### src/rtl/frame_tx_pkg.sv
`timescale 1ns/1ps
package frame_tx_pkg;

    localparam int WORD_W    = 16;
    localparam int CTL_W     = 4;
    localparam int CRC_W     = 32;
    localparam int NUM_LINKS = 2;
    localparam int CTL_FIRST = 0;
    localparam int CTL_VALID = 1;

    localparam logic [CRC_W-1:0] CRC_POLY = 32'h04C1_1DB7;
    localparam logic [CRC_W-1:0] CRC_INIT = 32'hFFFF_FFFF;

    typedef struct packed {
        logic [CTL_W-1:0]  ctl;
        logic [WORD_W-1:0] data;
    } link_word_t;

    // advance the remainder by one word, msb first
    function automatic logic [CRC_W-1:0] crc_step(input logic [CRC_W-1:0] c_in,
                                                  input logic [WORD_W-1:0] w);
        logic [CRC_W-1:0] c;
        logic             fb;
        c = c_in;
        for (int b = WORD_W - 1; b >= 0; b--) begin
            fb = c[CRC_W-1] ^ w[b];
            c  = {c[CRC_W-2:0], 1'b0};
            if (fb) c = c ^ CRC_POLY;
        end
        return c;
    endfunction

endpackage

### src/rtl/frame_crc.sv
`timescale 1ns/1ps
module frame_crc
    import frame_tx_pkg::*;
(
    input  logic              clk,
    input  logic              rst,
    input  logic              seed_i,
    input  logic              adv_i,
    input  logic [WORD_W-1:0] word_i,
    output logic [CRC_W-1:0]  crc_o
);
    logic [CRC_W-1:0] crc_q;

    always_ff @(posedge clk) begin
        if (rst)         crc_q <= CRC_INIT;
        else if (seed_i) crc_q <= crc_step(CRC_INIT, word_i);
        else if (adv_i)  crc_q <= crc_step(crc_q, word_i);
    end

    assign crc_o = crc_q;
endmodule

### src/rtl/frame_seq.sv
`timescale 1ns/1ps
module frame_seq
    import frame_tx_pkg::*;
#(
    parameter int N_MEAS = 12,
    parameter int FID_W  = 16
) (
    input  logic                     clk,
    input  logic                     rst,
    input  logic                     start_i,
    input  logic [WORD_W-1:0]        card_i,
    input  logic [N_MEAS*WORD_W-1:0] meas_i,
    input  logic [CRC_W-1:0]         crc_i,
    output logic                     crc_seed_o,
    output logic                     crc_adv_o,
    output link_word_t               nxt_o
);
    localparam int DATA_WORDS  = N_MEAS + 2;
    localparam int FRAME_WORDS = DATA_WORDS + CRC_W / WORD_W;
    localparam int IDX_W       = $clog2(FRAME_WORDS);
    localparam logic [IDX_W-1:0] IDX_CRC_HI = IDX_W'(DATA_WORDS);
    localparam logic [IDX_W-1:0] IDX_LAST   = IDX_W'(FRAME_WORDS - 1);

    typedef struct packed {
        logic             busy;
        logic [IDX_W-1:0] idx;
    } seq_state_t;

    seq_state_t        st_q;
    logic [WORD_W-1:0] hold_q [DATA_WORDS];
    logic [FID_W-1:0]  fid_q;
    logic              launch;

    assign launch = !st_q.busy && start_i;

    always_comb begin
        nxt_o      = '0;
        crc_seed_o = launch;
        crc_adv_o  = st_q.busy && (st_q.idx < IDX_CRC_HI);
        if (launch) begin
            nxt_o.data           = card_i;
            nxt_o.ctl[CTL_VALID] = 1'b1;
            nxt_o.ctl[CTL_FIRST] = 1'b1;
        end else if (st_q.busy) begin
            nxt_o.ctl[CTL_VALID] = 1'b1;
            if (st_q.idx < IDX_CRC_HI)       nxt_o.data = hold_q[st_q.idx];
            else if (st_q.idx == IDX_CRC_HI) nxt_o.data = ~crc_i[CRC_W-1:WORD_W];
            else                             nxt_o.data = ~crc_i[WORD_W-1:0];
        end
    end

    always_ff @(posedge clk) begin
        if (rst) begin
            st_q  <= '0;
            fid_q <= '0;
            for (int i = 0; i < DATA_WORDS; i++) hold_q[i] <= '0;
        end else if (launch) begin
            st_q.busy <= 1'b1;
            st_q.idx  <= IDX_W'(1);
            fid_q     <= fid_q + 1'b1;
            hold_q[0] <= card_i;
            hold_q[1] <= WORD_W'(fid_q);
            for (int j = 0; j < N_MEAS; j++)
                hold_q[2+j] <= meas_i[(N_MEAS-1-j)*WORD_W +: WORD_W];
        end else if (st_q.busy) begin
            if (st_q.idx == IDX_LAST) st_q <= '0;
            else                      st_q.idx <= st_q.idx + 1'b1;
        end
    end
endmodule

### src/rtl/frame_link_out.sv
`timescale 1ns/1ps
module frame_link_out
    import frame_tx_pkg::*;
(
    input  logic              clk,
    input  logic              rst,
    input  link_word_t        nxt_i,
    output logic [WORD_W-1:0] data_o,
    output logic [CTL_W-1:0]  ctl_o
);
    link_word_t out_q;

    always_ff @(posedge clk) begin
        if (rst) out_q <= '0;
        else     out_q <= nxt_i;
    end

    assign data_o = out_q.data;
    assign ctl_o  = out_q.ctl;
endmodule

### src/rtl/frame_tx.sv
`timescale 1ns/1ps
module frame_tx
    import frame_tx_pkg::*;
#(
    parameter int N_MEAS = 12,
    parameter int FID_W  = 16
) (
    input  logic                     clk,
    input  logic                     rst,
    input  logic                     frame_start,
    input  logic [WORD_W-1:0]        card_id,
    input  logic [N_MEAS*WORD_W-1:0] meas_words,
    output logic [WORD_W-1:0]        link_a_data,
    output logic [CTL_W-1:0]         link_a_ctl,
    output logic [WORD_W-1:0]        link_b_data,
    output logic [CTL_W-1:0]         link_b_ctl
);
    link_word_t        nxt;
    logic              crc_seed, crc_adv;
    logic [CRC_W-1:0]  crc;
    logic [WORD_W-1:0] data_l [NUM_LINKS];
    logic [CTL_W-1:0]  ctl_l  [NUM_LINKS];

    frame_seq #(.N_MEAS(N_MEAS), .FID_W(FID_W)) u_seq (
        .clk        (clk),
        .rst        (rst),
        .start_i    (frame_start),
        .card_i     (card_id),
        .meas_i     (meas_words),
        .crc_i      (crc),
        .crc_seed_o (crc_seed),
        .crc_adv_o  (crc_adv),
        .nxt_o      (nxt)
    );

    frame_crc u_crc (
        .clk    (clk),
        .rst    (rst),
        .seed_i (crc_seed),
        .adv_i  (crc_adv),
        .word_i (nxt.data),
        .crc_o  (crc)
    );

    // one private register set per redundant link
    for (genvar g = 0; g < NUM_LINKS; g++) begin : g_link
        frame_link_out u_out (
            .clk    (clk),
            .rst    (rst),
            .nxt_i  (nxt),
            .data_o (data_l[g]),
            .ctl_o  (ctl_l[g])
        );
    end

    assign link_a_data = data_l[0];
    assign link_a_ctl  = ctl_l[0];
    assign link_b_data = data_l[1];
    assign link_b_ctl  = ctl_l[1];
endmodule

### config.mk
export PLATFORM = sky130hd
export DESIGN_NAME = frame_tx
export DESIGN_NICKNAME = d
export VERILOG_FILES = /design/src/rtl/frame_tx_pkg.sv /design/src/rtl/frame_crc.sv /design/src/rtl/frame_seq.sv /design/src/rtl/frame_link_out.sv /design/src/rtl/frame_tx.sv
export SDC_FILE = /design/constraint.sdc
export NUM_CORES = 1
export LEC_CHECK = 0
export BUFFER_PORTS_ARGS = -buffer_cell sky130_fd_sc_hd__buf_4
export CAP_MARGIN = 20
export CELL_PAD_IN_SITES_DETAIL_PLACEMENT = 0
export CELL_PAD_IN_SITES_GLOBAL_PLACEMENT = 2
export CORE_MARGIN = 5
export CORE_UTILIZATION = 35
export DETAILED_ROUTE_END_ITERATION = 12
export PLACE_DENSITY_LB_ADDON = 0.12
export SLEW_MARGIN = 20
export SYNTH_ARGS = -nofsm -noshare
export SYNTH_HDL_FRONTEND = slang
export SYNTH_SLANG_ARGS = --single-unit
### constraint.sdc
create_clock -name clk -period 7.43 [get_ports clk]
set_input_delay 0.3715 -clock clk [delete_from_list [all_inputs] [get_ports clk]]
set_output_delay 0.3715 -clock clk [all_outputs]
set_load 0.02 [all_outputs]
==> qor.csv, run 1 <==
stage,metric,value,unit
outcome,outcome,completed,
worst_setup_path,Worst Path Required,7.89,ns
detailed_routing,count of TritonRoute iterations in the first routing pass,5,
floorplan,effective utilization at floorplan,0.355,
detailed_routing,average routed wire per standard cell,26.0,um
logic_synthesis,number of enable flip-flop cells after synthesis,224,
worst_setup_path,timing startpoint of the critical path,u_seq.st_q[0],
floorplan,floorplan die area,50600,um^2
floorplan,die width,225,um
clocking,clock-pin transition on the worst setup and hold timing paths,0.06,ns
worst_setup_path,crit path launch type,flop,
floorplan,core outline area,45600,um^2
global_routing,largest net degree at the start of global routing,154,
power_and_ir_drop,power per unit of standard cell area,469,nW/um^2
logic_synthesis,number of storage elements in the synthesis netlist,295,
finish,FILL cells,4277,
clocking,maximum buffer depth of the clock tree,3,
global_routing,global-route wire length before repair,80700,um
detailed_routing,total via count after detailed routing,11200,
clocking,count of clock tree sinks,295,
clocking,total CTS buffers,36,
finish,ant diodes,0,
timing,shortest clock period the worst path allows after layout,5.41,ns
global_routing,sum of overflow across all layers after global routing,0,
power_and_ir_drop,maximum resistive drop on vdd,0.705,mV
finish,area added between synthesis and finish,20.3,%
detailed_routing,Starting DRT DRC Count,871,
logic_synthesis,warning count from the yosys run,0,
worst_setup_path,worst-path maximum fanout,48,
logic_synthesis,"Top FF cell, synth",sky130_fd_sc_hd__edfxtp_1,
finish,share of final-layout standard cells stronger than drive strength 1,0.241,
detailed_routing,Residual DRC,0,
place,RD Place Congestion,0.877,
timing,clk_skew,0.0196,ns
place,dpl hpwl,41400,um
worst_setup_path,crit end category,flop,
global_routing,overall global routing resource usage,0.217,
detailed_routing,via count normalized by instance count,5.21,
clocking,buffer type at the clock tree root,sky130_fd_sc_hd__clkbuf_16,
clocking,TritonCTS clock tree,yes,
worst_setup_path,Arrival @ worst endpoint,5.87,ns
logic_synthesis,number of cells produced by synthesis,1327,
timing,Max-slew headroom,0.289,
logic_synthesis,Synth top area share,0.416,
finish,Final nets,1728,
timing,number of endpoints with negative hold slack in the final report,0,
place,total instance count after detailed placement,2076,
floorplan,chip height,225,um
timing,Tcrit/Tclk final,0.728,
clocking,clock latency on the worst-skew pair,0.56,ns
logic_synthesis,"Seq/Total Area, Yosys",0.504,
power_and_ir_drop,leakage power total,7.95,nW
flow_run,MaxCap Viol Count,0,
finish,non-filler cells in the finished layout,2142,
place,port bufs,246,
clocking,post-CTS setup buffers,0,
floorplan,number of cell rows,78,
logic_synthesis,Mean Syn Cell Area,12.2,um^2
floorplan,ports placed on the boundary,251,
detailed_routing,post-route antenna net violation count,0,
global_routing,number of global-route vias before repair,11700,
worst_setup_path,worst flop-to-flop path startpoint,u_seq.st_q[0],
timing,maximum operating frequency,185,MHz
clocking,cts hold-fix bufs,0,
min_path,worst min-delay path startpoint,meas_words[36],
timing,final setup TNS,0,ns
timing,transition time of the tightest slew-check pin,1.06,ns
detailed_routing,final routed wirelength across all metal layers,55600,um
global_routing,initial antenna violation count,0,
timing,final max-slew violation count,0,
clocking,H-Tree Depth,2,
clocking,# resized after CTS,0,
logic_synthesis,proportion of synthesized flip-flops having asynchronous set or reset,0,
timing,unrepaired setup endpoints after global routing,no,
timing,# setup viols final,0,
logic_synthesis,cells taking the most area after synthesis,"sky130_fd_sc_hd__edfxtp_1, sky130_fd_sc_hd__dfxtp_1, sky130_fd_sc_hd__xnor2_1",
logic_synthesis,biggest area consumer among synthesized cells,sky130_fd_sc_hd__edfxtp_1,
min_path,worst min path class,primary input to flop,
logic_synthesis,number of distinct library cells after synthesis,72,
logic_synthesis,Post-Synthesis Cell Area,16200,um^2
worst_setup_path,category of the critical setup timing path,flop to flop,
==> cell families after synthesis <==
group | count (synthesis) | share of synthesized area
AND/OR/NAND/NOR | 394 | 0.135
flip-flops | 295 | 0.504
XOR/XNOR | 255 | 0.167
AO/OA/AOI/OAI | 152 | 0.0693
buffers and inverters | 125 | 0.0391
multiplexers | 102 | 0.0827
adder cells (fa/ha/maj) | 3 | 0.00232
other | 1 | 0.000232
==> final cells by class <==
type | count | area (um^2) | share of cell area
Clock buffer | 52 | 982 | 0.0505
Clock inverter | 14 | 120 | 0.00618
Inverter | 7 | 36.3 | 0.00187
Multi-Input combinational cell | 910 | 7410 | 0.381
Sequential cell | 295 | 8160 | 0.419
Tap cell | 600 | 751 | 0.0386
Timing Repair Buffer | 264 | 1990 | 0.103
==> final timing paths <==
| kind | slack [ns] | cells past startpoint | endpoint |
|---|---|---|---|
| worst max-delay path | 2.02 | 13 | u_crc.crc_o[13] |
| worst max register to register | 2.02 | 13 | u_crc.crc_o[13] |
| worst min register to register | 0.49 | 2 | u_seq.fid_q[1] |
| worst min-delay path | 0.10 | 2 | u_seq.hold_q[11][4] |
==> stage by stage <==
step / util / cell area (um^2) / setup slack [ns] / total power [W] / hold WS, ns
after floorplan: - / 16200 / 0.0430 / 0.00605 / 0.462
after global placement: 0.403 / 18300 / 2.15 / 0.00752 / 0.481
after detailed placement: 0.403 / 18300 / 2.06 / 0.00742 / 0.491
after CTS: 0.427 / 19400 / 2.01 / 0.00915 / 0.0749
after global routing: 0.427 / 19400 / 1.65 / 0.00953 / 0.0857
final: 0.427 / 19400 / 2.02 / 0.00912 / 0.101
==> state kept, by name, summed over array words and instances (netlist names) <==
register	cells
u_seq.st_q	5
u_seq.hold_q	224
u_crc.crc_o	32
u_seq.fid_q	16
g_link.u_out.ctl_o	2
g_link.u_out.data_o	16
==> layer usage <==
metal  up-vias  wire length (um)  GRT usage
li1       5182                 -          -
met1      5537             24100      0.293
met2       343             26600      0.352
met3        97              2690     0.0348
met4         0              2300     0.0864
met5         -                 0          0
==> placed cells by master, fill, tap and decap left out, drive strengths merged, types with 17 or more instances in the layout <==
| cell | netlist | final |
|---|---|---|
| and3 | 165 | 165 |
| xnor3 | 23 | 23 |
| dfxtp | 71 | 71 |
| nand2 | 59 | 59 |
| a21oi | 33 | 33 |
| edfxtp | 224 | 224 |
| a22oi | 17 | 17 |
| clkbuf | 70 | 52 |
| nand3 | 17 | 17 |
| xor2 | 69 | 69 |
| nor2 | 49 | 49 |
| mux2i | 65 | 65 |
| o21ai | 25 | 25 |
| buf | 48 | 264 |
| xnor2 | 159 | 159 |
| mux4 | 24 | 24 |
| nor2b | 70 | 70 |
==> critical path, stage by stage, from the launching register on <==
cell and delay [ns]:
sky130_fd_sc_hd__dfxtp_4 0.58, sky130_fd_sc_hd__inv_1 0.20, sky130_fd_sc_hd__ha_1 0.33, sky130_fd_sc_hd__and3_1 0.56, sky130_fd_sc_hd__a21oi_1 0.15, sky130_fd_sc_hd__a221o_1 0.33, sky130_fd_sc_hd__a221o_1 0.50, sky130_fd_sc_hd__xor2_1 0.47
sky130_fd_sc_hd__xnor3_1 0.63, sky130_fd_sc_hd__xnor2_2 0.44, sky130_fd_sc_hd__xnor2_4 0.24, sky130_fd_sc_hd__xor2_1 0.23, sky130_fd_sc_hd__xnor3_1 0.35, sky130_fd_sc_hd__a221oi_2 0.27
==> where the power goes <==
| part | total, W | leakage (nW) | internal [W] | switching, W |
|---|---|---|---|---|
| clock network | 0.00168 | 0.533 | 0.000965 | 0.000710 |
| logic | 0.00531 | 4.43 | 0.00251 | 0.00280 |
| registers | 0.00213 | 2.99 | 0.00196 | 0.000170 |
==> cell usage after synthesis (all sizes together) (10+ instances only) <==
library cell / number
a21oi: 33
a221oi: 13
a22oi: 17
a32oi: 10
and2: 11
and3: 165
buf: 48
clkbuf: 70
dfxtp: 71
edfxtp: 224
mux2: 13
mux2i: 65
mux4: 24
nand2: 59
nand3: 17
nor2: 49
nor2b: 70
o21ai: 25
xnor2: 159
xnor3: 23
xor2: 69
(Power assumes the default switching activity.)
==> inputs of run 2 (changes only) <==
Clock period 7.43 ns to 4.43 ns, I/O delays scaled along.
==> run 2 against run 1 <==
Compared with the run above:
- routed wire length rose by 2.8%
- clock power rose by 73%
- total power rose by 83%
- utilization rose by 6.7 points
- global-route usage rose by 0.52 points
==> qor.csv, run 2 (synthesized netlist as in run 1, its figures left out) <==
stage,metric,value,unit
outcome,outcome,completed,
detailed_routing,count of TritonRoute iterations in the first routing pass,5,
worst_setup_path,top cell family by delay on the critical path,XOR/XNOR gates,
timing,final max-slew violation count,0,
clocking,total CTS buffers,36,
worst_setup_path,crit end category,flop,
floorplan,ports placed on the boundary,251,
floorplan,effective utilization at floorplan,0.355,
timing,# setup viols final,0,
power_and_ir_drop,power per unit of standard cell area,741,nW/um^2
timing,transition time of the tightest slew-check pin,0.992,ns
floorplan,floorplan die area,50600,um^2
min_path,worst min-delay path startpoint,card_id[2],
worst_setup_path,cell with the largest stage delay on the worst path,sky130_fd_sc_hd__dfxtp_4,
finish,Final nets,2046,
min_path,Worst Hold Endpoint,u_seq.hold_q[0][2],
worst_setup_path,Arrival @ worst endpoint,4.71,ns
worst_setup_path,ordered cell list for the critical path,buf_4 -> mux4_2 -> mux4_2 -> a222oi_1 -> buf_4 -> xnor3_1 -> xnor2_1 -> xor3_1 -> xnor2_1 -> o211ai_1,
finish,area added between synthesis and finish,39.3,%
worst_setup_path,Worst Path Required,4.87,ns
finish,ant diodes,0,
finish,FF+latch area,8160,um^2
detailed_routing,average routed wire per standard cell,23.3,um
worst_setup_path,Crit Reg-Reg Endpoint,u_crc.crc_o[8],
place,dpl hpwl,42500,um
worst_setup_path,worst flop-to-flop path startpoint,u_seq.st_q[1],
global_routing,overall global routing resource usage,0.222,
detailed_routing,routed length on met3,2340,um
detailed_routing,final routed wirelength across all metal layers,57200,um
detailed_routing,post-route antenna net violation count,0,
min_path,worst min path class,primary input to flop,
clocking,maximum buffer depth of the clock tree,3,
clocking,clock latency on the worst-skew pair,0.56,ns
floorplan,die width,225,um
timing,number of endpoints with negative hold slack in the final report,0,
timing,final setup TNS,0,ns
timing,Max-slew headroom,0.339,
place,RD Place Congestion,0.931,
detailed_routing,met1 wire length,23900,um
detailed_routing,Starting DRT DRC Count,806,
worst_setup_path,Register-to-Register Setup Slack,0.16,ns
worst_setup_path,category of the critical setup timing path,flop to flop,
global_routing,number of global-route vias before repair,12900,
timing,Final Worst Setup Slack,0.160,ns
power_and_ir_drop,maximum resistive drop on vdd,0.984,mV
worst_setup_path,crit path launch type,flop,
timing,Tcrit/Tclk final,0.964,
global_routing,sum of overflow across all layers after global routing,0,
timing,final worst hold slack,0.0193,ns
detailed_routing,via count normalized by instance count,5.01,
clocking,count of clock tree sinks,295,
min_path,hold path depth,2,
detailed_routing,max layer used,met4,
floorplan,chip height,225,um
power_and_ir_drop,leakage power total,9.46,nW
flow_run,MaxCap Viol Count,0,
global_routing,global-route wire length before repair,83700,um
clocking,TritonCTS clock tree,yes,
floorplan,number of cell rows,78,
timing,maximum operating frequency,234,MHz
global_routing,initial antenna violation count,0,
place,port bufs,246,
worst_setup_path,number of buffer and inverter stages on the critical path,2,
finish,"commonest cells after routing, fill and taps aside","sky130_fd_sc_hd__buf_4, sky130_fd_sc_hd__edfxtp_1, sky130_fd_sc_hd__dlygate4sd3_1, sky130_fd_sc_hd__and3_1, sky130_fd_sc_hd__xnor2_1",
finish,register bank with the most flops,u_seq.hold_q,
worst_setup_path,delay of the slowest critical-path stage,0.53,ns
detailed_routing,Residual DRC,0,
detailed_routing,detailed route wirelength on metal2,28400,um
timing,unrepaired setup endpoints after global routing,no,
clocking,buffer type at the clock tree root,sky130_fd_sc_hd__clkbuf_16,
timing,clk_skew,0.0163,ns
timing,shortest clock period the worst path allows after layout,4.27,ns
finish,share of final-layout standard cells stronger than drive strength 1,0.278,
finish,number of flip-flops in the largest register,224,
worst_setup_path,worst-path maximum fanout,15,
finish,area occupied by multi-input gates,7490,um^2
power_and_ir_drop,post-route total power,0.0167,W
clocking,clock-pin transition on the worst setup and hold timing paths,0.06,ns
clocking,H-Tree Depth,2,
floorplan,core outline area,45600,um^2
global_routing,largest net degree at the start of global routing,84,
finish,"most common cell after layout, fill and taps aside",sky130_fd_sc_hd__buf_4,
detailed_routing,total via count after detailed routing,12300,
finish,FILL cells,4148,
place,Post-Place Setup Slack,0.0823,ns
place,placed cell area,19500,um^2
finish,post-route cell area,22500,um^2
worst_setup_path,length in cells of the worst reg-to-reg path,10,
run 2: layer usage:
layer,track usage,vias to the layer above
met5,0,-
met4,0.0935,0
met3,0.0309,96
met2,0.379,338
met1,0.285,6057
li1,-,5819
run 2: timing repair:
item                                    4_1_cts  5_1_grt
buffers inserted                              0        1
gates resized for setup                       0        7
hold buffers                                184        0
hold endpoints to repair                    184        0
endpoints found under the setup margin        0       14
run 2: worst max-delay path by stage:
stage | to | cells after the start | start
global route | u_crc.crc_o[16] | 14 | u_seq.st_q[0]
floorplan | u_crc.crc_o[27] | 18 | u_seq.st_q[0]
detailed placement | u_crc.crc_o[13] | 11 | u_seq.st_q[0]
finish | u_crc.crc_o[8] | 10 | u_seq.st_q[1]
CTS | u_crc.crc_o[13] | 11 | u_seq.st_q[0]
global placement | u_crc.crc_o[5] | 14 | u_seq.st_q[0]
run 2: final cells by class:
cell class | count | area share
Multi-Input combinational cell | 910 | 0.332
Tap cell | 600 | 0.0333
Clock buffer | 49 | 0.0440
Timing Repair Buffer | 582 | 0.220
Inverter | 7 | 0.00161
Sequential cell | 295 | 0.362
Clock inverter | 14 | 0.00650
run 2: through the flow:
step | util | cells
after global routing | 0.494 | 2457
after global placement | 0.428 | 2209
after floorplan | - | 1330
final | 0.494 | 2457
after detailed placement | 0.428 | 2209
after CTS | 0.493 | 2456
run 2: worst register-to-register path, delay by kind of cell, from the launching register on:
family          cells  cell delay (ns)
flops               1             0.53
compound gates      2             0.63
mux                 2             0.89
buf+inv             2             0.63
xor+xnor            4             1.46
run 2: where the power goes:
part	switching (W)	internal [W]
registers	0.000255	0.00329
logic	0.00465	0.00558
clock network	0.00120	0.00170
total	0.00610	0.0106
